[config.mk]
export PLATFORM = sky130hd
export DESIGN_NAME = uart_rx_buffer
export DESIGN_NICKNAME = d
export VERILOG_FILES = /design/src/rtl/uart_rxb_pkg.sv /design/src/rtl/rxb_fifo.sv /design/src/rtl/rxb_hold.sv /design/src/rtl/rxb_ctrl.sv /design/src/rtl/uart_rx_buffer.sv
export SDC_FILE = /design/constraint.sdc
export NUM_CORES = 1
export LEC_CHECK = 0
export ABC_AREA = 1
export BUFFER_PORTS_ARGS = -buffer_cell sky130_fd_sc_hd__buf_2
export CAP_MARGIN = 40
export CORE_UTILIZATION = 55
export DETAILED_ROUTE_END_ITERATION = 10
export PLACE_DENSITY = 0.72
export SLEW_MARGIN = 30
export SYNTH_ARGS = -nofsm -noshare
export SYNTH_HDL_FRONTEND = slang
export SYNTH_SLANG_ARGS = --single-unit
[constraint.sdc]
create_clock -name clk -period 3.5 [get_ports clk]
set_input_delay 0.175 -clock clk [delete_from_list [all_inputs] [get_ports clk]]
set_output_delay 0.175 -clock clk [all_outputs]
set_load 0.02 [all_outputs]
[src/rtl/uart_rxb_pkg.sv]
// Package: shared types for the UART receive buffer.
// Assumes: nothing beyond a 1-bit mode encoding.
package uart_rxb_pkg;

    // Storage mode in force.
    typedef enum logic {
        MODE_HOLD = 1'b0,
        MODE_FIFO = 1'b1
    } rxb_mode_e;

endpackage

[src/rtl/rxb_fifo.sv]
// Module: rxb_fifo
// Ring-buffer queue of DEPTH entries with an occupancy count.
// Assumes: the caller never pushes when full or pops when empty, and
// flush has priority over push and pop.
module rxb_fifo #(
    parameter int DATA_W = 8,
    parameter int DEPTH  = 16,
    localparam int PTR_W = (DEPTH > 1) ? $clog2(DEPTH) : 1,
    localparam int CNT_W = $clog2(DEPTH + 1)
) (
    input  logic              clk,
    input  logic              rst_n,
    input  logic              flush,
    input  logic              push,
    input  logic [DATA_W-1:0] push_data,
    input  logic              pop,
    output logic [DATA_W-1:0] head,
    output logic [CNT_W-1:0]  count
);

    localparam logic [PTR_W-1:0] LAST = PTR_W'(DEPTH - 1);

    logic [DATA_W-1:0] mem [DEPTH];
    logic [PTR_W-1:0]  wr_ptr;
    logic [PTR_W-1:0]  rd_ptr;

    // Store the incoming byte at the write pointer.
    always_ff @(posedge clk) begin
        if (push && !flush) begin
            mem[wr_ptr] <= push_data;
        end
    end

    // Advance the pointers and the count, or clear them on reset or flush.
    always_ff @(posedge clk) begin
        if (!rst_n || flush) begin
            wr_ptr <= '0;
            rd_ptr <= '0;
            count  <= '0;
        end else begin
            if (push) begin
                wr_ptr <= (wr_ptr == LAST) ? '0 : wr_ptr + 1'b1;
            end
            if (pop) begin
                rd_ptr <= (rd_ptr == LAST) ? '0 : rd_ptr + 1'b1;
            end
            case ({push, pop})
                2'b10:   count <= count + 1'b1;
                2'b01:   count <= count - 1'b1;
                default: count <= count;
            endcase
        end
    end

    // Present the oldest entry.
    always_comb begin
        head = mem[rd_ptr];
    end

    AST_NO_OVERFLOW: assert property (@(posedge clk) disable iff (!rst_n)
        push |-> (count < CNT_W'(DEPTH)));
    AST_NO_UNDERFLOW: assert property (@(posedge clk) disable iff (!rst_n)
        pop |-> (count != '0));
    AST_FLUSH_CLEARS: assert property (@(posedge clk) disable iff (!rst_n)
        flush |=> (count == '0));

endmodule

[src/rtl/rxb_hold.sv]
// Module: rxb_hold
// Single-byte holding register with a full flag.
// Assumes: load only when empty, clear only when full, and flush wins.
module rxb_hold #(
    parameter int DATA_W = 8
) (
    input  logic              clk,
    input  logic              rst_n,
    input  logic              flush,
    input  logic              load,
    input  logic [DATA_W-1:0] load_data,
    input  logic              clear,
    output logic              full,
    output logic [DATA_W-1:0] data
);

    // Capture a byte, or drop the flag on a read or a flush.
    always_ff @(posedge clk) begin
        if (!rst_n) begin
            full <= 1'b0;
            data <= '0;
        end else if (flush) begin
            full <= 1'b0;
        end else if (load) begin
            full <= 1'b1;
            data <= load_data;
        end else if (clear) begin
            full <= 1'b0;
        end
    end

    AST_HOLD_NO_OVERWRITE: assert property (@(posedge clk) disable iff (!rst_n)
        load |-> !full);
    AST_HOLD_CLEAR_FULL: assert property (@(posedge clk) disable iff (!rst_n)
        clear |-> full);

endmodule

[src/rtl/rxb_ctrl.sv]
// Module: rxb_ctrl
// Tracks the mode in force, detects a mode switch, computes the
// accept capacity and produces the post-read wake pulse.
// Assumes: fifo_count and hold_full come from the storage of this block.
module rxb_ctrl
    import uart_rxb_pkg::*;
#(
    parameter int DEPTH  = 16,
    localparam int CNT_W = $clog2(DEPTH + 1)
) (
    input  logic             clk,
    input  logic             rst_n,
    input  logic             cfg_fifo_en,
    input  logic             rd_en,
    input  logic [CNT_W-1:0] fifo_count,
    input  logic             hold_full,
    output rxb_mode_e        mode,
    output logic             switching,
    output logic [CNT_W-1:0] space,
    output logic             wake
);

    // Follow the requested mode one cycle later.
    always_ff @(posedge clk) begin
        if (!rst_n) begin
            mode <= MODE_HOLD;
        end else begin
            mode <= cfg_fifo_en ? MODE_FIFO : MODE_HOLD;
        end
    end

    // Raise the wake pulse after every read strobe.
    always_ff @(posedge clk) begin
        if (!rst_n) begin
            wake <= 1'b0;
        end else begin
            wake <= rd_en;
        end
    end

    // Flag a pending mode change.
    always_comb begin
        switching = (cfg_fifo_en != (mode == MODE_FIFO));
    end

    // Compute how many more bytes can be taken.
    always_comb begin
        if (switching) begin
            space = '0;
        end else if (mode == MODE_FIFO) begin
            space = CNT_W'(DEPTH) - fifo_count;
        end else begin
            space = hold_full ? '0 : CNT_W'(1);
        end
    end

    AST_SPACE_BOUND: assert property (@(posedge clk) disable iff (!rst_n)
        space <= CNT_W'(DEPTH));

endmodule

[src/rtl/uart_rx_buffer.sv]
// Module: uart_rx_buffer (top)
// Receive buffer of a UART: accepts bytes over valid/ready, stores them
// in a queue or a single-byte register, and returns them on CPU reads.
// Assumes: rd_en_i is a one-cycle strobe per read access.
module uart_rx_buffer
    import uart_rxb_pkg::*;
#(
    parameter int DATA_W = 8,
    parameter int DEPTH  = 16,
    localparam int CNT_W = $clog2(DEPTH + 1)
) (
    input  logic              clk,
    input  logic              rst_n,
    input  logic              fifo_en_i,
    input  logic              in_valid_i,
    input  logic [DATA_W-1:0] in_data_i,
    output logic              in_ready_o,
    input  logic              rd_en_i,
    output logic [DATA_W-1:0] rd_data_o,
    output logic              data_ready_o,
    output logic [CNT_W-1:0]  space_o,
    output logic              rd_wake_o
);

    rxb_mode_e         mode;
    logic              switching;
    logic [CNT_W-1:0]  fifo_count;
    logic [DATA_W-1:0] fifo_head;
    logic              hold_full;
    logic [DATA_W-1:0] hold_data;
    logic              accept;
    logic              rd_take;
    logic              fifo_push;
    logic              fifo_pop;
    logic              hold_load;
    logic              hold_clear;

    rxb_ctrl #(.DEPTH(DEPTH)) u_ctrl (
        .clk         (clk),
        .rst_n       (rst_n),
        .cfg_fifo_en (fifo_en_i),
        .rd_en       (rd_en_i),
        .fifo_count  (fifo_count),
        .hold_full   (hold_full),
        .mode        (mode),
        .switching   (switching),
        .space       (space_o),
        .wake        (rd_wake_o)
    );

    rxb_fifo #(.DATA_W(DATA_W), .DEPTH(DEPTH)) u_fifo (
        .clk       (clk),
        .rst_n     (rst_n),
        .flush     (switching),
        .push      (fifo_push),
        .push_data (in_data_i),
        .pop       (fifo_pop),
        .head      (fifo_head),
        .count     (fifo_count)
    );

    rxb_hold #(.DATA_W(DATA_W)) u_hold (
        .clk       (clk),
        .rst_n     (rst_n),
        .flush     (switching),
        .load      (hold_load),
        .load_data (in_data_i),
        .clear     (hold_clear),
        .full      (hold_full),
        .data      (hold_data)
    );

    // Derive the handshake and route pushes and pops to the active storage.
    always_comb begin
        in_ready_o = (space_o != '0);
        accept     = in_valid_i && in_ready_o;
        rd_take    = rd_en_i && !switching;
        fifo_push  = (mode == MODE_FIFO) && accept;
        fifo_pop   = (mode == MODE_FIFO) && rd_take && (fifo_count != '0);
        hold_load  = (mode == MODE_HOLD) && accept;
        hold_clear = (mode == MODE_HOLD) && rd_take && hold_full;
    end

    // Report whether a byte is waiting in the active storage.
    always_comb begin
        data_ready_o = (mode == MODE_FIFO) ? (fifo_count != '0) : hold_full;
    end

    // Latch the byte delivered by a read; empty reads keep the last value.
    always_ff @(posedge clk) begin
        if (!rst_n) begin
            rd_data_o <= '0;
        end else if (fifo_pop) begin
            rd_data_o <= fifo_head;
        end else if (hold_clear) begin
            rd_data_o <= hold_data;
        end
    end

    AST_WAKE_AFTER_READ: assert property (@(posedge clk) disable iff (!rst_n)
        rd_en_i |=> rd_wake_o);
    AST_EMPTY_READ_STABLE: assert property (@(posedge clk) disable iff (!rst_n)
        (rd_en_i && !data_ready_o) |=> $stable(rd_data_o));
    AST_HOLD_SPACE: assert property (@(posedge clk) disable iff (!rst_n)
        (!switching && mode == MODE_HOLD) |->
            (space_o == (data_ready_o ? CNT_W'(0) : CNT_W'(1))));
    AST_SWITCH_FLUSH: assert property (@(posedge clk) disable iff (!rst_n)
        switching |=> !data_ready_o);
    AST_NO_TAKE_SWITCH: assert property (@(posedge clk) disable iff (!rst_n)
        switching |-> !in_ready_o);

endmodule

==> summary.md <==
| Metric | Value |
|---|---|
| Fin nets | between 800 and 900 |
| Commonest cells after routing, fill and taps aside | 259 x nand2_1, 128 x edfxtp_1, 104 x inv_1 |
| Die W | 117 um |
| All-Layer GR Usage | 25.7% |
| Most common cell after layout, fill and taps aside | nand2_1 |
| Yosys reg bits | 164 |
| Fmax | 316 MHz |
| Final setup TNS | 0 ns |
| Tightest Hold Check Type | in -> reg |
| Initial antenna violation count | 0 |
| Fin Clk Skew | 0.00799 ns |
| Sequential fraction of the synthesis area | between 60% and 70% |
| Mapped cell area | 0.00726 mm2 |
| RSZ-0062 raised after global routing | false |
| Vias per inst | 5.30 |
| H-tree lvl count | 4 |
| Post-synthesis cell type count | 28 |
| Crit-path max cell delay | around 0.4 ns |
| Fin crit period | 3.16 ns |
| Crit. End Element | flip-flop |
| Setup CP Type | reg -> reg |
| Vias in the first global route | 4927 |
| Synth warn | 0 |
| Mean post-synth cell area | 9.39 um2 |
| Die Area | 0.0137 mm2 |
| TritonCTS buffer count | 17 |
| Ports | 29 |
| Synthesized Nets | between 700 and 800 |
| Final Hold Viols | 0 |
| DR iter-0 viols | 536 |
| Cells after DPL | 954 |
| Worst skew pair latency | 0.43 ns |
| Fin crit share | 90.4% |
| Antenna Nets Post-Route | 0 |
| WP data required | 3.81 ns |
| CP max FO | 7 |
| Largest net degree at the start of global routing | 65 |
| Clock Path Buffers | 2 |
| CP arrival | roughly 3.5 ns |
| Max cap viols | 0 |
| Die H | 117 um |
| Final Max Slew Viols | 0 |
| Share of post-route cells with drive strength above 1 | about a tenth |
| DRC violations left | 0 |
| Utilization after layout | 64.5% |
| Fillers | 1035 |
| DR pass1 iterations | 7 |
| Critical path, cell by cell | inv_1, ha_1, nand2_1, nor2_1, ha_1, inv_1, o21ai_0, nand2_1, nor2_2, nand2_4, nand3_4, ha_2, inv_1, fa_1, inv_1, nand2_1, nand2_1, a21oi_1, nand2_1, nand2_1, o21ai_0, nor2_1 |
| Storage element area | 0.00457 mm2 |
| CTS root buffer | clkbuf_16 |
| N_diodes | 0 |
| Num Clock Sinks | between 150 and 200 |
| Grt ovf | 0 |
| RePlAce Congestion | between 0.8 and 0.9 |
| Power Density | 506 mW/mm2 |
| Final Non-Filler Cells | 988 |
| Slowest CP cell | fa_1 |
| Worst IR Drop VDD | about 0.00033 V |
| Multi-input logic area | 0.00216 mm2 |
| Headroom to the max-slew limit | 46.6% |
| CP dominant cell by count | nand2_1 |
| Site row count | 41 |
| Total wire length | 16200 um |
| First-pass GRT wire length | 25100 um |
| Vias | 5239 |
| CTS tree | done |
| Status | finished, final reports clean |
| Port Buffers | 28 |
| Worst Tran Pin Value | 0.798 ns |
| Initial core utilization | 57.0% |
| Wire length per cell | roughly 16 um |
| Area Overhead vs Synth | 13.2% |
| Clock-pin transition on the worst setup and hold timing paths | 0.06 ns |
| Syn Inst Count | 773 |
| Finish-stage setup viols | 0 |
| DPL Wire Length | 10500 um |
| Crit path launch type | flip-flop |
| Core box area | 0.0127 mm2 |
| Leakage Power | 0.00349 uW |
[path summary, 6_finish.rpt]
kind | slack [ns] | from | to | cells past startpoint
setup / recovery | 0.34 | u_fifo.count[0]$_SDFFE_PP0P_ | u_fifo.count[4]$_SDFFE_PP0P_ | 22
hold / removal | 0.1 | rst_n | u_ctrl.mode$_SDFF_PN0_ | 3
setup reg to reg | 0.34 | u_fifo.count[0]$_SDFFE_PP0P_ | u_fifo.count[4]$_SDFFE_PP0P_ | 22
hold reg to reg | 0.46 | rd_data_o[6]$_SDFFE_PN0P_ | rd_data_o[6]$_SDFFE_PN0P_ | 2
[synthesized netlist by cell type]
cell type / instances / area share, %
nand4_1: 5 / 0.43
xor2_1: 2 / 0.24
buf_2: 5 / 0.34
nor2_2: 3 / 0.26
nand2_2: 2 / 0.17
ha_1: 11 / 1.9
nand3_4: 2 / 0.48
a21oi_1: 28 / 1.9
fa_1: 1 / 0.28
nand2_1: 259 / 13
nor2_1: 49 / 2.5
buf_4: 1 / 0.10
dfxtp_1: 36 / 9.9
edfxtp_1: 128 / 53
inv_2: 5 / 0.26
clkinv_1: 1 / 0.052
buf_6: 1 / 0.16
nor3_4: 1 / 0.22
o21ai_0: 6 / 0.41
inv_1: 104 / 5.4
buf_1: 2 / 0.10
nand3_1: 94 / 6.5
o21a_1: 1 / 0.10
o22ai_2: 1 / 0.17
nand3_2: 1 / 0.14
xnor2_1: 3 / 0.36
nand2_4: 1 / 0.16
clkbuf_1: 20 / 1.0
[cell type report]
cell class	count	area share (%)
multi-input combinational	470	26.3
tap	172	2.62
timing repair buffer	40	2.96
clock buffer	24	5.99
clock inverter	8	1.52
inverter	110	5.06
sequential	164	55.6
[per-stage QoR]
| step | worst slack (ns) | power, uW | instance area [um2] | hold slack [ns] |
|---|---|---|---|---|
| 2_1_floorplan | 0.563 | 2220 | 7260 | 0.268 |
| 6_report | 0.335 | 4150 | 8210 | 0.0968 |
| 3_5_place_dp | 0.294 | 2270 | 7570 | 0.404 |
| 3_3_place_gp | 0.345 | 2270 | 7550 | 0.401 |
| 4_1_cts | 0.272 | 4170 | 8210 | 0.0848 |
| 5_1_grt | 0.0267 | 4270 | 8210 | 0.0957 |
[cell families after synthesis]
family | synth area share, %
AND/OR/NAND/NOR | 24.3
adder cells (fa/ha/maj) | 2.17
AO/OA/AOI/OAI | 2.62
flip-flops | 62.9
XOR/XNOR | 0.604
buffers and inverters | 7.43
[metal layers]
metal	up-vias	wire, um	track usage (%)	part of all wire [%]
met5	-	0	0	0
met4	0	564	12.8	3.5
met3	52	1320	7.36	8.1
met2	210	7800	40.3	48
met1	2434	6550	32.8	40
li1	2543	-	-	-
[registers in the layout (all words and copies together) (netlist names), named ones only]
signal and flops:
u_fifo.mem 128, rd_data_o 8, u_hold.data 8, u_fifo.count 5, u_fifo.rd_ptr 4, u_fifo.wr_ptr 4, u_ctrl.mode 1, u_ctrl.wake 1
u_hold.full 1
[repair_timing]
| action | CTS | global route |
|---|---|---|
| setup buffers | 0 | 0 |
| gates resized for setup | 0 | 1 |
| setup endpoints to repair | 0 | 1 |
| endpoints found under the hold margin | 2 | 0 |
| hold buffers | 2 | 0 |
[where the power goes]
part	leakage (uW)	internal, uW	switching, uW	total, uW
clock	0.000300	1200	719	1920
sequential	0.00144	2110	5.30	2110
combinational	0.00175	29.4	91.8	121
total	0.00349	3340	816	4150
[worst max-delay path, delay by kind of cell, from the launching register on]
family	cells	cell delay, ns
and+or+nand+nor	11	0.84
DFF	1	0.34
buffers and inverters	4	0.33
AOI/OAI and AO/OA	3	0.34
adders and majority gates	4	1.18
No activity file was read; power rests on OpenSTA's default activity.
